`config.mk`:
```
export PLATFORM = sky130hd
export DESIGN_NAME = acc_ctrl_top
export DESIGN_NICKNAME = d
export VERILOG_FILES = /design/src/rtl/acc_ctrl_pkg.sv /design/src/rtl/acc_ctrl_next.sv /design/src/rtl/acc_ctrl_decode.sv /design/src/rtl/acc_ctrl_top.sv
export SDC_FILE = /design/constraint.sdc
export NUM_CORES = 1
export LEC_CHECK = 0
export BUFFER_PORTS_ARGS = -buffer_cell sky130_fd_sc_hd__buf_2
export CAP_MARGIN = 20
export CORE_AREA = 2 2 39 41
export CTS_BUF_LIST = sky130_fd_sc_hd__clkbuf_8
export DETAILED_ROUTE_END_ITERATION = 10
export DIE_AREA = 0 0 41 43
export SYNTH_ARGS = -nofsm -noshare
export SYNTH_HDL_FRONTEND = slang
export SYNTH_SLANG_ARGS = --single-unit
```
`constraint.sdc`:
```
create_clock -name clk -period 2 [get_ports clk]
set_input_delay 0 -clock clk [delete_from_list [all_inputs] [get_ports clk]]
set_output_delay 0 -clock clk [all_outputs]
set_load 0.05 [all_outputs]
```
`src/rtl/acc_ctrl_pkg.sv`:
```
package acc_ctrl_pkg;

    localparam int OPC_W   = 3;
    localparam int STATE_W = 4;
    localparam int N_STROBE = 11;

    localparam logic [OPC_W-1:0] OP_LOAD  = 3'b000;
    localparam logic [OPC_W-1:0] OP_STORE = 3'b001;
    localparam logic [OPC_W-1:0] OP_ADD   = 3'b010;
    localparam logic [OPC_W-1:0] OP_AND   = 3'b011;
    localparam logic [OPC_W-1:0] OP_SKIP  = 3'b100;
    localparam logic [OPC_W-1:0] OP_JUMP  = 3'b101;
    localparam logic [OPC_W-1:0] OP_JNEG  = 3'b110;

    typedef enum logic [STATE_W-1:0] {
        ST_FETCH_ADDR  = 4'd0,
        ST_FETCH_INC   = 4'd1,
        ST_FETCH_READ  = 4'd2,
        ST_FETCH_IR    = 4'd3,
        ST_OPER_ADDR   = 4'd4,
        ST_OPER_READ   = 4'd5,
        ST_LOAD_CLEAR  = 4'd6,
        ST_SUM         = 4'd7,
        ST_MASK        = 4'd8,
        ST_STORE_STAGE = 4'd9,
        ST_STORE_WRITE = 4'd10,
        ST_SKIP_INC    = 4'd11,
        ST_BRANCH      = 4'd12,
        ST_IDLE_OP     = 4'd13
    } ctrl_state_e;

    typedef struct packed {
        logic pc_load;
        logic acc_to_mdr;
        logic alu_and;
        logic alu_add;
        logic acc_clr;
        logic mdr_to_ir;
        logic mem_wr;
        logic mem_rd;
        logic pc_inc;
        logic ir_to_mar;
        logic pc_to_mar;
    } ctrl_strobes_t;

    typedef struct packed {
        logic zero;
        logic neg;
    } acc_flags_t;

    function automatic logic acc_positive(input acc_flags_t f);
        return !f.zero && !f.neg;
    endfunction

endpackage

```
`src/rtl/acc_ctrl_next.sv`:
```
module acc_ctrl_next
    import acc_ctrl_pkg::*;
(
    input  ctrl_state_e          cur,
    input  logic [OPC_W-1:0]     opcode,
    input  acc_flags_t           flags,
    output ctrl_state_e          nxt
);
    always_comb begin
        nxt = ST_FETCH_ADDR;
        unique case (cur)
            ST_FETCH_ADDR: nxt = ST_FETCH_INC;
            ST_FETCH_INC:  nxt = ST_FETCH_READ;
            ST_FETCH_READ: nxt = ST_FETCH_IR;
            ST_FETCH_IR:   nxt = ST_OPER_ADDR;
            ST_OPER_ADDR: begin
                case (opcode)
                    OP_LOAD, OP_ADD, OP_AND: nxt = ST_OPER_READ;
                    OP_STORE: nxt = ST_STORE_STAGE;
                    OP_SKIP:  nxt = acc_positive(flags) ? ST_SKIP_INC : ST_FETCH_ADDR;
                    OP_JUMP:  nxt = ST_BRANCH;
                    OP_JNEG:  nxt = flags.neg ? ST_BRANCH : ST_FETCH_ADDR;
                    default:  nxt = ST_FETCH_ADDR;
                endcase
            end
            ST_OPER_READ: begin
                case (opcode)
                    OP_LOAD: nxt = ST_LOAD_CLEAR;
                    OP_ADD:  nxt = ST_SUM;
                    OP_AND:  nxt = ST_MASK;
                    default: nxt = ST_FETCH_ADDR;
                endcase
            end
            ST_LOAD_CLEAR:  nxt = ST_SUM;
            ST_STORE_STAGE: nxt = ST_STORE_WRITE;
            default:        nxt = ST_FETCH_ADDR;
        endcase
    end
endmodule

```
`src/rtl/acc_ctrl_decode.sv`:
```
module acc_ctrl_decode
    import acc_ctrl_pkg::*;
(
    input  ctrl_state_e   cur,
    output ctrl_strobes_t strobes
);
    always_comb begin
        strobes = '0;
        case (cur)
            ST_FETCH_ADDR:  strobes.pc_to_mar  = 1'b1;
            ST_FETCH_INC:   strobes.pc_inc     = 1'b1;
            ST_FETCH_READ:  strobes.mem_rd     = 1'b1;
            ST_FETCH_IR:    strobes.mdr_to_ir  = 1'b1;
            ST_OPER_ADDR:   strobes.ir_to_mar  = 1'b1;
            ST_OPER_READ:   strobes.mem_rd     = 1'b1;
            ST_LOAD_CLEAR:  strobes.acc_clr    = 1'b1;
            ST_SUM:         strobes.alu_add    = 1'b1;
            ST_MASK:        strobes.alu_and    = 1'b1;
            ST_STORE_STAGE: strobes.acc_to_mdr = 1'b1;
            ST_STORE_WRITE: strobes.mem_wr     = 1'b1;
            ST_SKIP_INC:    strobes.pc_inc     = 1'b1;
            ST_BRANCH:      strobes.pc_load    = 1'b1;
            default:        strobes            = '0;
        endcase
    end
endmodule

```
`src/rtl/acc_ctrl_top.sv`:
```
module acc_ctrl_top
    import acc_ctrl_pkg::*;
(
    input  logic             clk,
    input  logic             rst,
    input  logic [2:0]       opcode,
    input  logic             acc_zero,
    input  logic             acc_neg,
    output logic             pc_to_mar,
    output logic             ir_to_mar,
    output logic             pc_inc,
    output logic             mem_rd,
    output logic             mem_wr,
    output logic             mdr_to_ir,
    output logic             acc_clr,
    output logic             alu_add,
    output logic             alu_and,
    output logic             acc_to_mdr,
    output logic             pc_load
);
    ctrl_state_e   state_q;
    ctrl_state_e   state_d;
    ctrl_strobes_t strobes;
    acc_flags_t    flags;

    assign flags.zero = acc_zero;
    assign flags.neg  = acc_neg;

    always_ff @(posedge clk) begin
        if (rst) state_q <= ST_FETCH_ADDR;
        else     state_q <= state_d;
    end

    acc_ctrl_next u_next (
        .cur    (state_q),
        .opcode (opcode),
        .flags  (flags),
        .nxt    (state_d)
    );

    acc_ctrl_decode u_decode (
        .cur     (state_q),
        .strobes (strobes)
    );

    assign pc_to_mar  = strobes.pc_to_mar;
    assign ir_to_mar  = strobes.ir_to_mar;
    assign pc_inc     = strobes.pc_inc;
    assign mem_rd     = strobes.mem_rd;
    assign mem_wr     = strobes.mem_wr;
    assign mdr_to_ir  = strobes.mdr_to_ir;
    assign acc_clr    = strobes.acc_clr;
    assign alu_add    = strobes.alu_add;
    assign alu_and    = strobes.alu_and;
    assign acc_to_mdr = strobes.acc_to_mdr;
    assign pc_load    = strobes.pc_load;
endmodule

```
Word-level counts from Yosys, hierarchy flattened
Cells that the tools add are included.

Eq/ne operators: 18. Mux-type cells: 16. Reductions and logical operators: 8.

Operators with widths (count): 4-bit one-hot mux with 8 select lines (1); 4-bit == test (second input constant) (5); 4-bit one-hot mux with 5 select lines (1); 4-bit by 3-bit == test with 1-bit output (second input constant) (4); 4-bit one-hot mux with 3 select lines (1); 1-bit two-way mux (11); 3-bit == test (second input constant) (3); 4-bit by 2-bit == test with 1-bit output (second input constant) (2); 4-bit two-way mux (2); 3-bit by 2-bit == test with 1-bit output (second input constant) (2); 4-bit by 1-bit == test with 1-bit output (second input constant) (1); 4-bit zero test (1); 2-bit OR reduction (2); 3-bit by 1-bit == test with 1-bit output (second input constant) (1); 3-bit zero test (1); 3-bit OR reduction (1); 1-bit zero test (2); 1-bit logical AND (1).

Flip-flop bits (word level): 4. Output and inout port bits: 11. Word-level logic and storage cells: 43.

Longest topological paths before layout
Depth after elaboration: 5. Depth in mapped cells: 5. Mapped depth without buffers: 4.

Cells and area by module
From an unflattened synthesis, not the netlist that was laid out.

Cell total of the unflattened synthesis: 62. Area, all modules: 461.7 sq um.

Modules (own cells, without submodules): acc_ctrl_next (instances 1, cells each 34, area each 231.5 sq um, sequential area each 0.0 sq um); acc_ctrl_decode (instances 1, cells each 20, area each 125.1 sq um, sequential area each 0.0 sq um); acc_ctrl_top (instances 1, cells each 8, area each 105.1 sq um, sequential area each 80.1 sq um).

Worst setup path before layout
No wires, ideal clock.

Kind: flip-flop to output port. Start point: register state_q[3]. End point: output port pc_to_mar. Arrival: 2.048 ns. Required time: 2.000 ns. Path slack: -0.048 ns. Cell stages (with the launch flop): 3. Cells stage by stage: dfxtp_1 > clkbuf_1 > nor4_1.

Longest elaborated chain between the ends: 2.

RTL lines: start, declared (line acc_ctrl_top.sv:21) `ctrl_state_e state_q;`; start signal, assigned (line acc_ctrl_top.sv:31) `else state_q <= state_d;`; 4-bit zero test (line acc_ctrl_decode.sv:9) `case (cur)`; 1-bit two-way mux (line acc_ctrl_decode.sv:9); end, declared (line acc_ctrl_top.sv:9) `output logic pc_to_mar,`.

Every way passes these cells.

Final worst setup path
Start point: register state_q[2]. End point: output port ir_to_mar.

Longest elaborated chain between the ends: 2.

RTL lines: 4-bit by 3-bit == test with 1-bit output (line acc_ctrl_decode.sv:9); 1-bit two-way mux (line acc_ctrl_decode.sv:9); end, declared (line acc_ctrl_top.sv:10) `output logic ir_to_mar,`.

Every way passes these cells.

==> results.md <==
* Hold buffers post-CTS at 0
* RSZ-0062 raised after global routing: no
* Biggest regs: state_q x4
* Worst skew pair latency at 0.22 ns
* Warnings, synthesis at 0
* Worst hold endpoint: state_q[0]
* Post-Syn Area at 397 um^2
* Maxcap violations at 0
* Delay-heaviest family, CP: flip-flops
* CP max FO at 12
* Area growth from synthesis to layout at 35.3%
* Multi-input combinational cell area at 299 um^2
* Via/cell ratio at 5.15
* Hold Vio Cnt, Final at 0
* Max clock buf depth at 2
* Die Y at 43 um
* Fin crit period at 1.55 ns
* Biggest register: state_q
* DRT antenna net count at 0
* First DRT Iteration DRCs at 11
* Synth Net Count at 60
* PortBufs at 17
* Final setup violation count at 0
* Die Wd at 41 um
* Final nets at 79
* Placer Congestion at 0.786
* CTS tree: built
* Worst Path Required at 2.00 ns
* # rows at 14
* Initial Util at 28.7%
* Die area at 0.00176 mm^2
* R2r startpoint: state_q[0]
* Wirelength per Cell at 11.1 um
* Final Cell Area at 537 um^2
* Run status: complete, no violations
* GRT Resource Usage Total at 13.7%
* Clock tree sinks at 4
* Setup WS pre-CTS at 0.558 ns
* CP Capture Type: output port
* Cell count after synthesis at 53
* Pwr dens at 865 mW/mm^2
* FF-to-FF setup slack at 0.55 ns
* Synth top area cells: dfxtp_1 (20%), a21oi_1 (8.8%), nand2b_4 (6.9%), nor3_1 (6.3%), nor2_1 (4.7%)
* First-pass GRT wire length at 1.56 mm
* Total negative slack at 0 ns
* 1st-pass router iterations at 4
* Final Max Tran Viols at 0
* Crit-path max cell delay at 0.53 ns
* End of the worst register-to-register path: state_q[2]
* Worst Setup SP: state_q[2]
* Kind of critical path: flop to output port
* Initial antenna violation count at 0
* Worst path cell trace: nand2b_1 > nor3_2 > buf_2
* Worst Clk Skew at 0.00232 ns
* CTS HTree Levels at 1
* HPWL after DPL at 717 um
* DP Area at 495 um^2
* Hold WC Path Type: primary input to flop
* Ant diodes at 0
* CP arrival at 1.55 ns
* Largest net degree at the start of global routing at 13
* Max-slew headroom at 71.5%
* Total wire length at 954 um
* Final Cycle Share at 77.3%
* CTS clk-pin slew, worst paths at 0.03 ns
* Syn avg cell area at 7.48 um^2
* Register bit count reported by yosys at 4
* # Post-CTS Setup Buffers at 0
* Post-synthesis sequential area ratio at 20.2%
* Area of the core at 0.00138 mm^2
* Sequential cell area at 80.1 um^2
* Worst hold path depth at 4
* Total number of vias at 443
* Synth unique cells at 30
* Final WS setup at 0.454 ns
* Layout cell share with drive strength beyond 1 at 40.0%
* Peak supply drop at 331 uV
* Top-area cell type share of the netlist area at 20.2%
* Max reg flops at 4
* Root buffer cell: clkbuf_8
* Least-Margin Pin Slew at 0.427 ns
* Worst Reg-to-Reg Cells at 4
* Total gr overflow at 0
* Cts bufs inserted at 3
* Startpoint type of the worst setup path: flop
* Area leader, netlist: dfxtp_1
* Vias in the first global route at 365
* Residual DRC count at 0
* Fill count at 158
* Buf+Inv Stages, Crit Path at 1
* Leak at 0.232 nW
* Post-Route Utilization at 38.8%
* Max Clock Freq at 0.647 GHz
* Hold Crit Start: acc_zero
* Post-CTS Resized at 0
* IO Pins at 18
* Critical-path top delay cell: dfxtp_1
kinds of logic after synthesis:
| group | after synthesis | synth area share (%) |
|---|---|---|
| simple gates | 26 | 41.3 |
| xor+xnor | 2 | 4.42 |
| mux | 1 | 2.84 |
| compound gates | 15 | 25.2 |
| buf+inv | 5 | 5.99 |
| flops | 4 | 20.2 |
tightest hold or removal path: stages:
cell      delay [ns]
buf_2           0.08
nor3_1          0.04
nand4b_1        0.11
a21oi_1         0.06
layout by cell type, fill, tap and decap left out, types with 2 or more instances in the layout:
| master | n |
|---|---|
| nand2_1 | 3 |
| dfxtp_1 | 4 |
| a21oi_1 | 7 |
| buf_2 | 17 |
| nor3_1 | 5 |
| nand2b_1 | 2 |
| nor2_1 | 5 |
| nand2b_4 | 2 |
| clkbuf_8 | 3 |
routing by layer:
metal  GRT usage, %  wire length, um  vias up
li1               -                -      229
met1           19.2              467      192
met2           16.6              409       19
met3           3.14               52        3
met4           12.0               24        0
met5              0                0        -
cell usage after synthesis, drive strengths merged:
cell	n
clkbuf	2
nand2	3
a211o	1
or2	1
nor2	5
xor2	1
nand4b	1
o32a	1
mux2	1
a21oi	8
nor3	6
buf	2
nand2b	4
dfxtp	4
and3b	1
xnor2	1
inv	1
nor2b	2
a31oi	1
a221o	1
nor4	2
o31a	1
o21ai	1
o21bai	1
nand3b	1
report_power, final:
group | internal (W) | switching, W
Combinational | 0.0000666 | 0.000116
Sequential | 0.0000894 | 0.0000236
Clock | 0.000128 | 0.0000411
Total | 0.000284 | 0.000180
how the worst max path moves through the flow:
stage	end	cells past startpoint
6_report	ir_to_mar	3
5_1_grt	ir_to_mar	3
4_1_cts	ir_to_mar	3
3_5_place_dp	state_q[2]	4
3_3_place_gp	state_q[2]	4
2_1_floorplan	pc_inc	3
cell type report:
class	instances	area share (%)
multi-input combinational	44	55.7
timing repair buffer	18	17.2
sequential	4	14.9
inverter	1	0.699
clock buffer	3	7.69
tap	16	3.73
metrics by stage:
| step | hold slack, ns | cells | power, W |
|---|---|---|---|
| 2_1_floorplan | 0.197 | 53 | 0.000260 |
| 3_3_place_gp | 0.351 | 83 | 0.000296 |
| 3_5_place_dp | 0.353 | 83 | 0.000296 |
| 4_1_cts | 0.126 | 86 | 0.000471 |
| 5_1_grt | 0.177 | 86 | 0.000494 |
| 6_report | 0.129 | 86 | 0.000464 |
Power figures use the tool's default switching activity.
